===== src/rtl/seqcnt_pkg.sv =====
package seqcnt_pkg;
  localparam int STATE_W = 3;
  localparam int CODE_W  = 4;
  localparam int PERIOD  = 1 << STATE_W;

  typedef logic [STATE_W-1:0] state_t;
  typedef logic [CODE_W-1:0]  code_t;

  // Fixed code table indexed by core state
  function automatic code_t seq_map(input state_t s);
    code_t c;
    case (s)
      3'd0: c = 4'd0;
      3'd1: c = 4'd4;
      3'd2: c = 4'd2;
      3'd3: c = 4'd8;
      3'd4: c = 4'd10;
      3'd5: c = 4'd0;
      3'd6: c = 4'd11;
      default: c = 4'd9;
    endcase
    return c;
  endfunction

  // Next state of a toggle chain: bit i flips when carry into it is set
  function automatic state_t toggle_next(input state_t s, input logic adv);
    state_t n;
    logic carry;
    carry = adv;
    for (int i = 0; i < STATE_W; i++) begin
      n[i]  = s[i] ^ carry;
      carry = carry & s[i];
    end
    return n;
  endfunction
endpackage


===== src/rtl/seqcnt_toggle_core.sv =====
module seqcnt_toggle_core #(
  parameter int W = seqcnt_pkg::STATE_W
) (
  input  logic         clk,
  input  logic         rst,
  input  logic         en,
  output logic [W-1:0] state,
  output logic [W-1:0] state_nxt,
  output logic         wrap_evt
);
  logic [W:0] carry;

  assign carry[0] = en;

  generate
    for (genvar i = 0; i < W; i++) begin : g_stage
      assign carry[i+1]   = carry[i] & state[i];
      assign state_nxt[i] = rst ? 1'b0 : (state[i] ^ carry[i]);
      always_ff @(posedge clk) begin
        state[i] <= state_nxt[i];
      end
    end
  endgenerate

  assign wrap_evt = carry[W] & ~rst;
endmodule


===== src/rtl/seqcnt_decode.sv =====
module seqcnt_decode
  import seqcnt_pkg::*;
(
  input  state_t state_in,
  output code_t  code
);
  always_comb begin
    code = seq_map(state_in);
  end
endmodule


===== src/rtl/seqcnt_out_reg.sv =====
module seqcnt_out_reg #(
  parameter int W = seqcnt_pkg::CODE_W
) (
  input  logic         clk,
  input  logic [W-1:0] d,
  output logic [W-1:0] q
);
  always_ff @(posedge clk) begin
    q <= d;
  end
endmodule


===== src/rtl/seq_lookup_counter.sv =====
module seq_lookup_counter
  import seqcnt_pkg::*;
(
  input  logic              clk,
  input  logic              rst,
  input  logic              en,
  output logic [CODE_W-1:0] seq_out,
  output logic [STATE_W-1:0] state_out
);
  state_t state_q;
  state_t state_nxt;
  code_t  code_nxt;
  logic   wrap_evt;

  seqcnt_toggle_core #(.W(STATE_W)) u_core (
    .clk       (clk),
    .rst       (rst),
    .en        (en),
    .state     (state_q),
    .state_nxt (state_nxt),
    .wrap_evt  (wrap_evt)
  );

  // Decode the next state so the code lands on the same edge as the state
  seqcnt_decode u_dec (
    .state_in (state_nxt),
    .code     (code_nxt)
  );

  seqcnt_out_reg #(.W(CODE_W)) u_oreg (
    .clk (clk),
    .d   (code_nxt),
    .q   (seq_out)
  );

  assign state_out = state_q;
endmodule


===== config.mk =====
export PLATFORM = sky130hd
export DESIGN_NAME = seq_lookup_counter
export DESIGN_NICKNAME = d
export VERILOG_FILES = /design/src/rtl/seqcnt_pkg.sv /design/src/rtl/seqcnt_toggle_core.sv /design/src/rtl/seqcnt_decode.sv /design/src/rtl/seqcnt_out_reg.sv /design/src/rtl/seq_lookup_counter.sv
export SDC_FILE = /design/constraint.sdc
export NUM_CORES = 1
export LEC_CHECK = 0
export BUFFER_PORTS_ARGS = -buffer_cell sky130_fd_sc_hd__buf_2
export CORE_AREA = 2 2 39 41
export CTS_BUF_LIST = sky130_fd_sc_hd__clkbuf_8
export CTS_CLUSTER_SIZE = 28
export DETAILED_ROUTE_END_ITERATION = 16
export DIE_AREA = 0 0 41 43
export HOLD_SLACK_MARGIN = 0.15
export PLACE_DENSITY_LB_ADDON = 0.12
export RECOVER_POWER = 100
export SLEW_MARGIN = 10
export SYNTH_ARGS = -nofsm -noshare
export SYNTH_HDL_FRONTEND = slang
export SYNTH_HIERARCHICAL = 1
export SYNTH_SLANG_ARGS = --single-unit

===== constraint.sdc =====
create_clock -name clk -period 3.2 [get_ports clk]
set_input_delay 0.64 -clock clk [delete_from_list [all_inputs] [get_ports clk]]
set_output_delay 0.64 -clock clk [all_outputs]
set_load 0.005 [all_outputs]

# Word-level counts from Yosys, hierarchy flattened
# Index checks and enable logic that the tools add are counted.
[totals]
regBits = 7
inputBits = 3
out_inout_bits = 7
word_cells = 21
[classes]
eq_ne = 6
mux = 4
n_bitwise = 5
n_reduce_logical = 2
[op_table]
columns = ["operator", "n"]
rows = [
  ["case mux 4 bit (6 select lines)", 1],
  ["equality test 3 bit, second input constant", 3],
  ["equality test 3 x 2 -> 1 bit, second input constant", 2],
  ["equality test 3 x 1 -> 1 bit, second input constant", 1],
  ["logical NOT 3 bit", 1],
  ["2-to-1 mux 1 bit", 3],
  ["bitwise XOR 1 bit", 3],
  ["AND 1 bit", 2],
  ["OR reduction 2 bit", 1],
]

# Logic depth before layout (Yosys ltp)
# Gate-level depths: netlist of run 1.
[depth]
depth_word = 7
mapped_depth = 5
depth_no_buf = 5

# Hierarchy
# Netlist of run 1, hierarchy kept.
[by_module_without_submodules]
columns = ["mod", "instances", "cells_per_inst", "area_per_inst_um2", "seq_area_each_um2"]
rows = [
  ["seqcnt_toggle_core", 1, 10, 122.6, 60.1],
  ["seqcnt_out_reg", 1, 4, 80.1, 80.1],
  ["seqcnt_decode", 1, 4, 38.8, 0.0],
]

# Worst setup path after synthesis of run 1
# OpenSTA, ideal clock, no wires.
[synth_path]
path_kind = "input port to flip-flop"
start = "input port en"
end = "register u_oreg.q[3]"
setup_ps = 121
arrival_time_ps = 1650
required_ps = 3079
path_slack_ps = 1428
stages = 5
n_path_buf = 0
path_cell_list = "ha_1 > ha_1 > ha_1 > nor2b_1 > mux2_4"
[synth_via]
elab_chain_cells = 7
word_cells_on_any_way = 17
classes_between = "eq/ne (6); mux (4); bitwise (5); reduce/logical (2)"
[synth_lines]
columns = ["item", "line", "text"]
rows = [
  ["from (decl)", "seq_lookup_counter.sv:6", "input logic en,"],
  ["AND 1 bit (*) (2 in series)", "seqcnt_toggle_core.sv:17", "assign carry[i+1] = carry[i] & state[i];"],
  ["bitwise XOR 1 bit (*)", "seqcnt_toggle_core.sv:18", "assign state_nxt[i] = rst ? 1'b0 : (state[i] ^ carry[i]);"],
  ["2-to-1 mux 1 bit (*)", "seqcnt_toggle_core.sv:18", ""],
  ["net state_nxt[2]", "seq_lookup_counter.sv:11", "state_t state_nxt;"],
  ["equality test 3 bit / logical NOT 3 bit (equally long branches)", "seqcnt_pkg.sv:12", "case (s)"],
  ["OR reduction 2 bit (no line)", "n/a", ""],
  ["case mux 4 bit (6 select lines) (*)", "seqcnt_pkg.sv:12", ""],
  ["net code_nxt[3]", "seq_lookup_counter.sv:12", "code_t code_nxt;"],
  ["to (signal assigned)", "seqcnt_out_reg.sv:9", "q <= d;"],
  ["to (decl)", "seqcnt_out_reg.sv:6", "output logic [W-1:0] q"],
]
# The timed path passes the listed nets; every way through them passes the cells marked *.

# Worst setup path in the final report of run 1
# Ends and elaborated chain as after synthesis.

==> flow_results.xml, run 1 <==
<?xml version="1.0" encoding="UTF-8"?>
<metrics>
  <group name="grt">
    <metric name="pin_count_of_the_biggest_net_entering_global_routing" unit="">6</metric>
    <metric name="antenna_violations_before_repair" unit="">0</metric>
    <metric name="globalRoute.totalOverflow" unit="">0</metric>
    <metric name="globalRouteTotalUtil" unit="%">6.34</metric>
    <metric name="grt_pass1_vias" unit="">161</metric>
    <metric name="grt_pass1_wl" unit="um">648</metric>
  </group>
  <group name="synthesis">
    <metric name="syn_inst" unit="">17</metric>
    <metric name="synth_nets" unit="">23</metric>
    <metric name="netlist_area" unit="um^2">235</metric>
    <metric name="ys_warn_count" unit="">6</metric>
    <metric name="avg_synthesized_cell_area" unit="um^2">13.8</metric>
  </group>
  <group name="clock_tree">
    <metric name="clkSlewWorstSetupHoldPaths" unit="ps">40</metric>
    <metric name="ctsHtreeMaxLevel" unit="">1</metric>
    <metric name="cts-resized-gates" unit="">0</metric>
    <metric name="cts_inserted_buffers" unit="">3</metric>
    <metric name="cts_tree" unit="">built</metric>
    <metric name="ctsHoldBuffers" unit="">0</metric>
    <metric name="tritoncts_num_sinks" unit="">7</metric>
    <metric name="clk-insertion-delay-late" unit="ps">220</metric>
    <metric name="cts_post_setup_buffers_inserted" unit="">0</metric>
    <metric name="max-clock-path-buffers" unit="">2</metric>
    <metric name="clk_root_buffer_cell" unit="">sky130_fd_sc_hd__clkbuf_8</metric>
  </group>
  <group name="floorplan">
    <metric name="num_io_pins" unit="">10</metric>
    <metric name="dieArea" unit="um^2">1760</metric>
    <metric name="core_area" unit="um^2">1380</metric>
    <metric name="initial_utilization" unit="%">17.0</metric>
    <metric name="die_width" unit="um">41</metric>
    <metric name="chipHeight" unit="um">43</metric>
    <metric name="rows" unit="">14</metric>
  </group>
  <group name="setup_path">
    <metric name="data_required_time_of_the_worst_path" unit="ps">3310</metric>
    <metric name="reg2reg_to" unit="">u_oreg/q[3]$_DFF_P_</metric>
    <metric name="crit_chain" unit="">buf_2 &gt; ha_1 &gt; ha_1 &gt; ha_1 &gt; nor2b_1 &gt; mux2_1</metric>
    <metric name="reg2reg_slack" unit="ps">1720</metric>
    <metric name="cp.arrival" unit="ps">1820</metric>
    <metric name="r2r_start" unit="">u_core/state[0]$_DFF_P_</metric>
    <metric name="critical_path_cell_count" unit="">6</metric>
    <metric name="rr_worst_depth" unit="">5</metric>
    <metric name="category_of_the_worst_setup_path_capture_point" unit="">flop</metric>
    <metric name="timing_worst_setup_path_type" unit="">input port to flop</metric>
    <metric name="cp.buffers_inverters" unit="">1</metric>
    <metric name="critical-path-slowest-cell" unit="">sky130_fd_sc_hd__mux2_1</metric>
    <metric name="critical_path.startpoint" unit="">en</metric>
    <metric name="worstSetupEndpoint" unit="">u_oreg/q[3]$_DFF_P_</metric>
    <metric name="critPathMaxStageDelay" unit="ps">290</metric>
    <metric name="timing.critical_path.fanout_max" unit="">5</metric>
    <metric name="cp_top_family" unit="">adder cells</metric>
    <metric name="crit_path_start_kind" unit="">input port</metric>
    <metric name="cp_common_cell" unit="">sky130_fd_sc_hd__ha_1</metric>
  </group>
  <group name="run">
    <metric name="maxCapViolCount" unit="">0</metric>
  </group>
  <group name="sta">
    <metric name="maxSlewHeadroom" unit="%">80.8</metric>
    <metric name="tns" unit="ps">0</metric>
    <metric name="final.period_utilization" unit="%">53.4</metric>
    <metric name="final_hold_viol_count" unit="">0</metric>
    <metric name="rsz0062_at_grt" unit="">no</metric>
    <metric name="timing.final.setup_violations" unit="">0</metric>
    <metric name="fin_crit" unit="ps">1710</metric>
    <metric name="clock_skew" unit="ps">2.29</metric>
    <metric name="max_clock_freq" unit="GHz">0.585</metric>
    <metric name="worst_pin_slew" unit="ps">288</metric>
    <metric name="slew_viol_final" unit="">0</metric>
    <metric name="worst_hold_slack" unit="ps">654</metric>
  </group>
  <group name="min_path">
    <metric name="worst_hold_path_type" unit="">input port to flop</metric>
  </group>
  <group name="detailed_routing">
    <metric name="initialDrtViolationCount" unit="">2</metric>
    <metric name="detail_route.first_pass.iterations" unit="">2</metric>
    <metric name="finalWirelength" unit="um">376</metric>
    <metric name="drt.antenna.violating_nets" unit="">0</metric>
    <metric name="drcViolationCount" unit="">0</metric>
    <metric name="via_count" unit="">161</metric>
    <metric name="wl_per_cell" unit="um">8.17</metric>
    <metric name="route.detailed.vias_per_inst" unit="">3.50</metric>
  </group>
  <group name="place">
    <metric name="place.port_buffers" unit="">9</metric>
    <metric name="standard_cell_area_after_detailed_placement" unit="um^2">300</metric>
    <metric name="place_congestion" unit="">0.637</metric>
  </group>
  <group name="final_layout">
    <metric name="synthToLayoutAreaGrowth" unit="%">44.1</metric>
    <metric name="post_route_cells_drive_above_1_share" unit="%">33.3</metric>
    <metric name="antenna_cells" unit="">0</metric>
    <metric name="filler_cell_count" unit="">161</metric>
    <metric name="final_nets" unit="">37</metric>
    <metric name="postLayoutCellArea" unit="um^2">339</metric>
    <metric name="layout_common_cells" unit="">sky130_fd_sc_hd__buf_2 (7), sky130_fd_sc_hd__dfxtp_1 (7), sky130_fd_sc_hd__clkbuf_8 (3), sky130_fd_sc_hd__nor2b_1 (3), sky130_fd_sc_hd__ha_1 (3)</metric>
  </group>
  <group name="outcome">
    <metric name="run_status" unit="">finished, final reports clean</metric>
  </group>
  <group name="pwr">
    <metric name="fin_total_pwr" unit="mW">0.230</metric>
    <metric name="cellLeakagePower" unit="nW">0.178</metric>
    <metric name="power_density" unit="nW/um^2">679</metric>
    <metric name="ir_drop" unit="V">0.000281</metric>
  </group>
</metrics>
stage by stage:
step | util, % | setup slack, ps | cells
3_3_place_gp | 21.7 | 1280 | 42
4_1_cts | 25.0 | 1510 | 46
5_1_grt | 24.5 | 1420 | 46
2_1_floorplan | - | 1430 | 17
3_5_place_dp | 21.7 | 1270 | 42
6_report | 24.5 | 1490 | 46
power by group:
part | internal (mW) | total (mW) | switching (mW) | leakage, nW
Clock | 0.0826 | 0.118 | 0.0353 | 0.0269
Sequential | 0.0936 | 0.0955 | 0.00191 | 0.0572
Combinational | 0.00922 | 0.0168 | 0.00754 | 0.0943
Total | 0.185 | 0.230 | 0.0448 | 0.178
worst reg2reg max path, cell delays in order (launching register included):
cell                      delay (ps)
sky130_fd_sc_hd__dfxtp_1         300
sky130_fd_sc_hd__ha_1            170
sky130_fd_sc_hd__ha_1            180
sky130_fd_sc_hd__ha_1            260
sky130_fd_sc_hd__nor2b_1         170
sky130_fd_sc_hd__mux2_1          290
worst min path at each step:
stage                                  from                 endpoint  slack [ps]  cells after the start
floorplan           u_core/state[0]$_DFF_P_  u_core/state[0]$_DFF_P_         710                      2
global placement    u_core/state[0]$_DFF_P_  u_core/state[0]$_DFF_P_         760                      2
detailed placement  u_core/state[2]$_DFF_P_  u_core/state[2]$_DFF_P_         770                      2
CTS                                     rst  u_core/state[1]$_DFF_P_         650                      2
global route                            rst  u_core/state[0]$_DFF_P_         680                      2
finish                                  rst  u_core/state[1]$_DFF_P_         650                      2
sequential cells by signal, indices dropped and copies added (netlist names):
| signal | flops |
|---|---|
| u_oreg/q | 4 |
| u_core/state | 3 |
cell type report:
class	count	area, um^2	share of cell area, %
clock inverters	1	3.75	1.11
repair buffers	9	42.5	12.5
multi-input cells	10	91.3	26.9
clock buffers	3	41.3	12.2
well taps	16	20.0	5.90
flip-flops and latches	7	140	41.3
per-layer routing:
metal | vias up | global-route usage [%] | share of wire [%]
li1 | 81 | - | -
met1 | 72 | 5.84 | 33
met2 | 8 | 7.50 | 50
met3 | 0 | 9.42 | 16
met4 | 0 | 2.00 | 0
met5 | - | 0 | 0
Power figures use the tool's default switching activity.
==> run 2: changes to the inputs <==
ABC_AREA = 1   (was default)
clock period = 1.8 ns   (was 3.2 ns; I/O delays follow)
==> flow_results.xml, run 2 <==
<?xml version="1.0" encoding="UTF-8"?>
<metrics>
  <group name="setup_path">
    <metric name="cp.buffers_inverters" unit="">1</metric>
    <metric name="crit_chain" unit="">ha_1 &gt; ha_1 &gt; ha_1 &gt; inv_1 &gt; nor2_1 &gt; nor2_1 &gt; nor2_1</metric>
    <metric name="critical_path_cell_count" unit="">7</metric>
    <metric name="data_required_time_of_the_worst_path" unit="ps">1960</metric>
    <metric name="cp_top_family" unit="">adder cells</metric>
    <metric name="cp.arrival" unit="ps">1580</metric>
    <metric name="reg2reg_to" unit="">u_oreg/q[1]$_DFF_P_</metric>
    <metric name="critical_path.startpoint" unit="">u_core/state[0]$_DFF_P_</metric>
    <metric name="rr_worst_depth" unit="">7</metric>
    <metric name="r2r_start" unit="">u_core/state[0]$_DFF_P_</metric>
    <metric name="reg2reg_slack" unit="ps">380</metric>
    <metric name="timing.critical_path.fanout_max" unit="">5</metric>
    <metric name="timing_worst_setup_path_type" unit="">flop to flop</metric>
    <metric name="worstSetupEndpoint" unit="">u_oreg/q[1]$_DFF_P_</metric>
    <metric name="crit_path_start_kind" unit="">flop</metric>
    <metric name="critPathMaxStageDelay" unit="ps">300</metric>
    <metric name="category_of_the_worst_setup_path_capture_point" unit="">flop</metric>
    <metric name="critical-path-slowest-cell" unit="">sky130_fd_sc_hd__dfxtp_1</metric>
  </group>
  <group name="floorplan">
    <metric name="die_width" unit="um">41</metric>
    <metric name="core_area" unit="um^2">1380</metric>
    <metric name="dieArea" unit="um^2">1760</metric>
    <metric name="initial_utilization" unit="%">17.5</metric>
    <metric name="chipHeight" unit="um">43</metric>
    <metric name="num_io_pins" unit="">10</metric>
    <metric name="rows" unit="">14</metric>
  </group>
  <group name="clock_tree">
    <metric name="ctsHoldBuffers" unit="">0</metric>
    <metric name="clk-insertion-delay-late" unit="ps">230</metric>
    <metric name="cts_inserted_buffers" unit="">3</metric>
    <metric name="tritoncts_num_sinks" unit="">7</metric>
    <metric name="clk_root_buffer_cell" unit="">sky130_fd_sc_hd__clkbuf_8</metric>
    <metric name="max-clock-path-buffers" unit="">2</metric>
    <metric name="cts_post_setup_buffers_inserted" unit="">0</metric>
    <metric name="clkSlewWorstSetupHoldPaths" unit="ps">40</metric>
    <metric name="cts_tree" unit="">built</metric>
    <metric name="ctsHtreeMaxLevel" unit="">1</metric>
    <metric name="cts-resized-gates" unit="">0</metric>
  </group>
  <group name="sta">
    <metric name="rsz0062_at_grt" unit="">no</metric>
    <metric name="post-route-worst-setup-slack" unit="ps">382</metric>
    <metric name="final_hold_viol_count" unit="">0</metric>
    <metric name="slew_viol_final" unit="">0</metric>
    <metric name="fin_crit" unit="ps">1420</metric>
    <metric name="final.period_utilization" unit="%">78.8</metric>
    <metric name="worst_hold_slack" unit="ps">384</metric>
    <metric name="maxSlewHeadroom" unit="%">80.4</metric>
    <metric name="max_clock_freq" unit="GHz">0.705</metric>
    <metric name="worst_pin_slew" unit="ps">292</metric>
    <metric name="tns" unit="ps">0</metric>
    <metric name="timing.final.setup_violations" unit="">0</metric>
    <metric name="clock_skew" unit="ps">2.16</metric>
  </group>
  <group name="final_layout">
    <metric name="largest_register_ffs" unit="">4</metric>
    <metric name="final_nets" unit="">47</metric>
    <metric name="antenna_cells" unit="">0</metric>
    <metric name="sequential_cell_area" unit="um^2">140</metric>
    <metric name="post_route_cells_drive_above_1_share" unit="%">25.0</metric>
    <metric name="max_flop_register" unit="">u_oreg/q</metric>
    <metric name="reg.largest.list" unit="">u_oreg/q: 4 flops, u_core/state: 3 flops</metric>
    <metric name="synthToLayoutAreaGrowth" unit="%">44.6</metric>
    <metric name="filler_cell_count" unit="">150</metric>
    <metric name="final_core_utilization" unit="%">25.2</metric>
    <metric name="postLayoutCellArea" unit="um^2">349</metric>
    <metric name="multi_input_comb_area" unit="um^2">78.8</metric>
    <metric name="final_cell_count_without_fillers" unit="">56</metric>
    <metric name="layout_common_cells" unit="">sky130_fd_sc_hd__inv_1 (7), sky130_fd_sc_hd__buf_2 (7), sky130_fd_sc_hd__dfxtp_1 (7)</metric>
  </group>
  <group name="detailed_routing">
    <metric name="initialDrtViolationCount" unit="">0</metric>
    <metric name="drcViolationCount" unit="">0</metric>
    <metric name="finalWirelength" unit="um">443</metric>
    <metric name="drt.antenna.violating_nets" unit="">0</metric>
    <metric name="route.detailed.vias_per_inst" unit="">3.34</metric>
    <metric name="detail_route.first_pass.iterations" unit="">1</metric>
    <metric name="via_count" unit="">187</metric>
    <metric name="wl_per_cell" unit="um">7.91</metric>
  </group>
  <group name="synthesis">
    <metric name="ys_warn_count" unit="">6</metric>
    <metric name="avg_synthesized_cell_area" unit="um^2">8.94</metric>
    <metric name="syn_inst" unit="">27</metric>
    <metric name="synth_nets" unit="">33</metric>
    <metric name="netlist_area" unit="um^2">241</metric>
  </group>
  <group name="pwr">
    <metric name="power_density" unit="nW/um^2">1200</metric>
    <metric name="fin_total_pwr" unit="mW">0.418</metric>
    <metric name="cellLeakagePower" unit="nW">0.197</metric>
    <metric name="ir_drop" unit="V">0.000352</metric>
  </group>
  <group name="place">
    <metric name="standard_cell_area_after_detailed_placement" unit="um^2">307</metric>
    <metric name="detailedPlace.worstSlack" unit="ps">184</metric>
    <metric name="place.port_buffers" unit="">9</metric>
    <metric name="inst_count_dp" unit="">52</metric>
    <metric name="place_congestion" unit="">0.683</metric>
  </group>
  <group name="grt">
    <metric name="grt_pass1_vias" unit="">172</metric>
    <metric name="globalRoute.totalOverflow" unit="">0</metric>
    <metric name="antenna_violations_before_repair" unit="">0</metric>
    <metric name="grt_pass1_wl" unit="um">662</metric>
    <metric name="globalRouteTotalUtil" unit="%">6.53</metric>
    <metric name="pin_count_of_the_biggest_net_entering_global_routing" unit="">6</metric>
  </group>
  <group name="min_path">
    <metric name="worst_hold_path_type" unit="">input port to flop</metric>
  </group>
  <group name="outcome">
    <metric name="run_status" unit="">finished, final reports clean</metric>
  </group>
  <group name="run">
    <metric name="maxCapViolCount" unit="">0</metric>
  </group>
</metrics>
run 2: worst min-delay path by stage:
stage,from,slack (ps),endpoint,cells past startpoint
after floorplan,rst,480,u_core/state[2]$_DFF_P_,1
after global placement,rst,620,u_core/state[0]$_DFF_P_,2
after detailed placement,rst,630,u_core/state[0]$_DFF_P_,2
after CTS,rst,380,u_core/state[0]$_DFF_P_,2
after global routing,rst,400,u_core/state[0]$_DFF_P_,2
final,rst,380,u_core/state[0]$_DFF_P_,2
run 2: final cells by class:
type                            count  area share (%)
Sequential cell                     7            40.1
Multi-Input combinational cell     14            22.6
Timing Repair Buffer                9            12.2
Clock buffer                        3            11.8
Inverter                            6            6.45
Tap cell                           16            5.73
Clock inverter                      1            1.08
run 2: where the power goes:
group	total, mW	switching [mW]	internal (mW)
combinational	0.0329	0.0184	0.0146
sequential	0.169	0.00312	0.166
clock	0.216	0.0686	0.147
total	0.418	0.0901	0.328
run 2: per-layer routing:
metal	GRT usage (%)	part of all wire, %	vias up	wire [um]
met4	10.0	0	0	0
li1	-	-	102	-
met2	8.13	53	4	236
met1	5.79	40	81	175
met3	3.14	7.2	0	32
met5	0	0	-	0
run 2: worst reg2reg max path: stages, from the launching register on:
cell and delay (ps):
sky130_fd_sc_hd__dfxtp_1 300, sky130_fd_sc_hd__ha_1 170, sky130_fd_sc_hd__ha_1 180, sky130_fd_sc_hd__ha_1 270
sky130_fd_sc_hd__inv_1 40, sky130_fd_sc_hd__nor2_1 230, sky130_fd_sc_hd__nor2_1 70, sky130_fd_sc_hd__nor2_1 90
==> run 3: changes to the inputs <==
clock period = 1.3 ns   (was 1.8 ns; I/O delays follow)
==> flow_results.xml, run 3 (synthesis gave the netlist of run 2 again) <==
<?xml version="1.0" encoding="UTF-8"?>
<metrics>
  <group name="final_layout">
    <metric name="final_core_utilization" unit="%">28.5</metric>
    <metric name="layout_common_cells" unit="">sky130_fd_sc_hd__buf_2 (8), sky130_fd_sc_hd__dfxtp_1 (7), sky130_fd_sc_hd__inv_1 (5), sky130_fd_sc_hd__nor2_1 (5), sky130_fd_sc_hd__nand2_1 (5)</metric>
    <metric name="largest_register_ffs" unit="">4</metric>
    <metric name="reg.largest.list" unit="">u_oreg/q: 4 flops, u_core/state: 3 flops</metric>
    <metric name="post_route_cells_drive_above_1_share" unit="%">43.9</metric>
    <metric name="layout_commonest_cell" unit="">sky130_fd_sc_hd__buf_2</metric>
    <metric name="max_flop_register" unit="">u_oreg/q</metric>
    <metric name="synthToLayoutAreaGrowth" unit="%">63.2</metric>
    <metric name="final_cell_count_without_fillers" unit="">57</metric>
    <metric name="antenna_cells" unit="">0</metric>
    <metric name="sequential_cell_area" unit="um^2">140</metric>
    <metric name="final_nets" unit="">48</metric>
    <metric name="multi_input_comb_area" unit="um^2">114</metric>
    <metric name="filler_cell_count" unit="">153</metric>
  </group>
  <group name="place">
    <metric name="place_congestion" unit="">0.677</metric>
    <metric name="inst_count_dp" unit="">53</metric>
    <metric name="dp_hpwl" unit="um">307</metric>
    <metric name="detailedPlace.worstSlack" unit="ps">-112</metric>
    <metric name="place.port_buffers" unit="">9</metric>
  </group>
  <group name="pwr">
    <metric name="internal-power" unit="mW">0.465</metric>
    <metric name="cellLeakagePower" unit="nW">0.197</metric>
    <metric name="pwr-share-clk" unit="%">50.4</metric>
    <metric name="total_switching_power" unit="mW">0.126</metric>
    <metric name="power_density" unit="nW/um^2">1500</metric>
    <metric name="ir_drop" unit="V">0.000586</metric>
    <metric name="p_seq_share" unit="%">40.0</metric>
    <metric name="p_comb_share" unit="%">9.7</metric>
    <metric name="netSwitchingFraction" unit="%">21.4</metric>
  </group>
  <group name="outcome">
    <metric name="run_status" unit="">finished, final reports clean</metric>
  </group>
  <group name="floorplan">
    <metric name="die_width" unit="um">41</metric>
    <metric name="rows" unit="">14</metric>
    <metric name="core_area" unit="um^2">1380</metric>
    <metric name="initial_utilization" unit="%">17.5</metric>
    <metric name="num_io_pins" unit="">10</metric>
    <metric name="chipHeight" unit="um">43</metric>
    <metric name="dieArea" unit="um^2">1760</metric>
  </group>
  <group name="grt">
    <metric name="grt_most_used_layer" unit="">met4</metric>
    <metric name="globalRoute.totalOverflow" unit="">0</metric>
    <metric name="pin_count_of_the_biggest_net_entering_global_routing" unit="">6</metric>
    <metric name="grt_use_met3" unit="%">4.71</metric>
    <metric name="grt_pass1_wl" unit="um">614</metric>
    <metric name="antenna_violations_before_repair" unit="">0</metric>
    <metric name="globalRouteTotalUtil" unit="%">6.12</metric>
    <metric name="met2_global_route_usage" unit="%">7.19</metric>
    <metric name="met1_layer_usage_reported_by_global_route" unit="%">5.45</metric>
    <metric name="grt_pass1_vias" unit="">161</metric>
  </group>
  <group name="detailed_routing">
    <metric name="drcViolationCount" unit="">0</metric>
    <metric name="via_count" unit="">190</metric>
    <metric name="route.detailed.vias_per_inst" unit="">3.33</metric>
    <metric name="initialDrtViolationCount" unit="">1</metric>
    <metric name="finalWirelength" unit="um">432</metric>
    <metric name="detail_route.first_pass.iterations" unit="">3</metric>
    <metric name="drt.antenna.violating_nets" unit="">0</metric>
    <metric name="wl_per_cell" unit="um">7.58</metric>
  </group>
  <group name="clock_tree">
    <metric name="max-clock-path-buffers" unit="">2</metric>
    <metric name="cts_inserted_buffers" unit="">3</metric>
    <metric name="ctsHtreeMaxLevel" unit="">1</metric>
    <metric name="tritoncts_num_sinks" unit="">7</metric>
    <metric name="cts_tree" unit="">built</metric>
    <metric name="clk-insertion-delay-late" unit="ps">220</metric>
    <metric name="cts_post_setup_buffers_inserted" unit="">0</metric>
    <metric name="clk_root_buffer_cell" unit="">sky130_fd_sc_hd__clkbuf_8</metric>
    <metric name="clkSlewWorstSetupHoldPaths" unit="ps">40</metric>
    <metric name="ctsHoldBuffers" unit="">0</metric>
  </group>
  <group name="run">
    <metric name="maxCapViolCount" unit="">0</metric>
  </group>
  <group name="sta">
    <metric name="slew_viol_final" unit="">0</metric>
    <metric name="final.period_utilization" unit="%">96.4</metric>
    <metric name="clock_skew" unit="ps">1.26</metric>
    <metric name="timing.final.setup_violations" unit="">0</metric>
    <metric name="post-route-worst-setup-slack" unit="ps">47.2</metric>
    <metric name="fin_crit" unit="ps">1250</metric>
    <metric name="max_clock_freq" unit="GHz">0.798</metric>
    <metric name="maxSlewHeadroom" unit="%">81.8</metric>
    <metric name="tns" unit="ps">0</metric>
    <metric name="worst_pin_slew" unit="ps">272</metric>
    <metric name="final_hold_viol_count" unit="">0</metric>
  </group>
  <group name="setup_path">
    <metric name="crit_chain" unit="">ha_2 &gt; ha_4 &gt; ha_4 &gt; inv_2 &gt; nor2_4 &gt; nor2_1 &gt; nor2_1</metric>
    <metric name="data_required_time_of_the_worst_path" unit="ps">1460</metric>
    <metric name="timing_worst_setup_path_type" unit="">flop to flop</metric>
    <metric name="critPathMaxStageDelay" unit="ps">300</metric>
    <metric name="timing.critical_path.fanout_max" unit="">5</metric>
    <metric name="cp.arrival" unit="ps">1410</metric>
    <metric name="critical-path-slowest-cell" unit="">sky130_fd_sc_hd__dfxtp_1</metric>
    <metric name="category_of_the_worst_setup_path_capture_point" unit="">flop</metric>
    <metric name="crit_path_start_kind" unit="">flop</metric>
  </group>
  <group name="min_path">
    <metric name="worst_hold_path_type" unit="">input port to flop</metric>
  </group>
</metrics>
## run 3: changes by cell type in the layout (fill, tap and decap cells not counted), sizes merged
cell    previous run  this run
clkbuf             5         4
buf                7         9
clkinv             0         1
inv                7         6
## run 3: repair_timing
item,CTS,global route
endpoints found under the setup margin,4,4
pin swaps,0,3
gates resized for setup,2,5
## run 3: path summary, 6_finish.rpt
path / from / end / slack, ps / cells after the start
setup reg to reg: u_core/state[0]$_DFF_P_ / u_oreg/q[1]$_DFF_P_ / 50 / 7
hold reg to reg: u_core/state[2]$_DFF_P_ / u_core/state[2]$_DFF_P_ / 680 / 3
setup / recovery: u_core/state[0]$_DFF_P_ / u_oreg/q[1]$_DFF_P_ / 50 / 7
hold / removal: rst / u_core/state[2]$_DFF_P_ / 270 / 2
## run 3: power groups by stage
stage / registers (mW) / logic [mW] / clock network [mW]
4_1_cts: 0.235 / 0.0538 / 0.308
6_report: 0.236 / 0.0572 / 0.298
3_3_place_gp: 0.238 / 0.0520 / 0
2_1_floorplan: 0.241 / 0.0235 / 0
5_1_grt: 0.237 / 0.0669 / 0.326
3_5_place_dp: 0.238 / 0.0519 / 0
## run 3: stage by stage
stage	instance area, um^2	hold WS [ps]	total power, mW
2_1_floorplan	244	350	0.264
3_5_place_dp	317	502	0.290
6_report	394	267	0.592
4_1_cts	368	267	0.597
5_1_grt	394	262	0.630
3_3_place_gp	317	494	0.290
## run 3: cell type report
class,instances,share of cell area [%]
clock buffers,3,10.5
clock inverters,1,1.27
inverters,6,5.71
multi-input cells,14,28.9
flip-flops and latches,7,35.6
well taps,16,5.08
repair buffers,10,13.0
## run 3: worst max-delay path, delay by kind of cell, from the launching register on
kind / cells / cell delay, ps
and+or+nand+nor: 3 / 270
DFF: 1 / 300
adders and majority gates: 3 / 590
buffers and inverters: 1 / 30
## run 3: routing by layer
metal  share of wire, %  routed length [um]
met5                  0                   0
met4                  0                   0
met3                8.1                  35
met2                 51                 222
met1                 40                 174
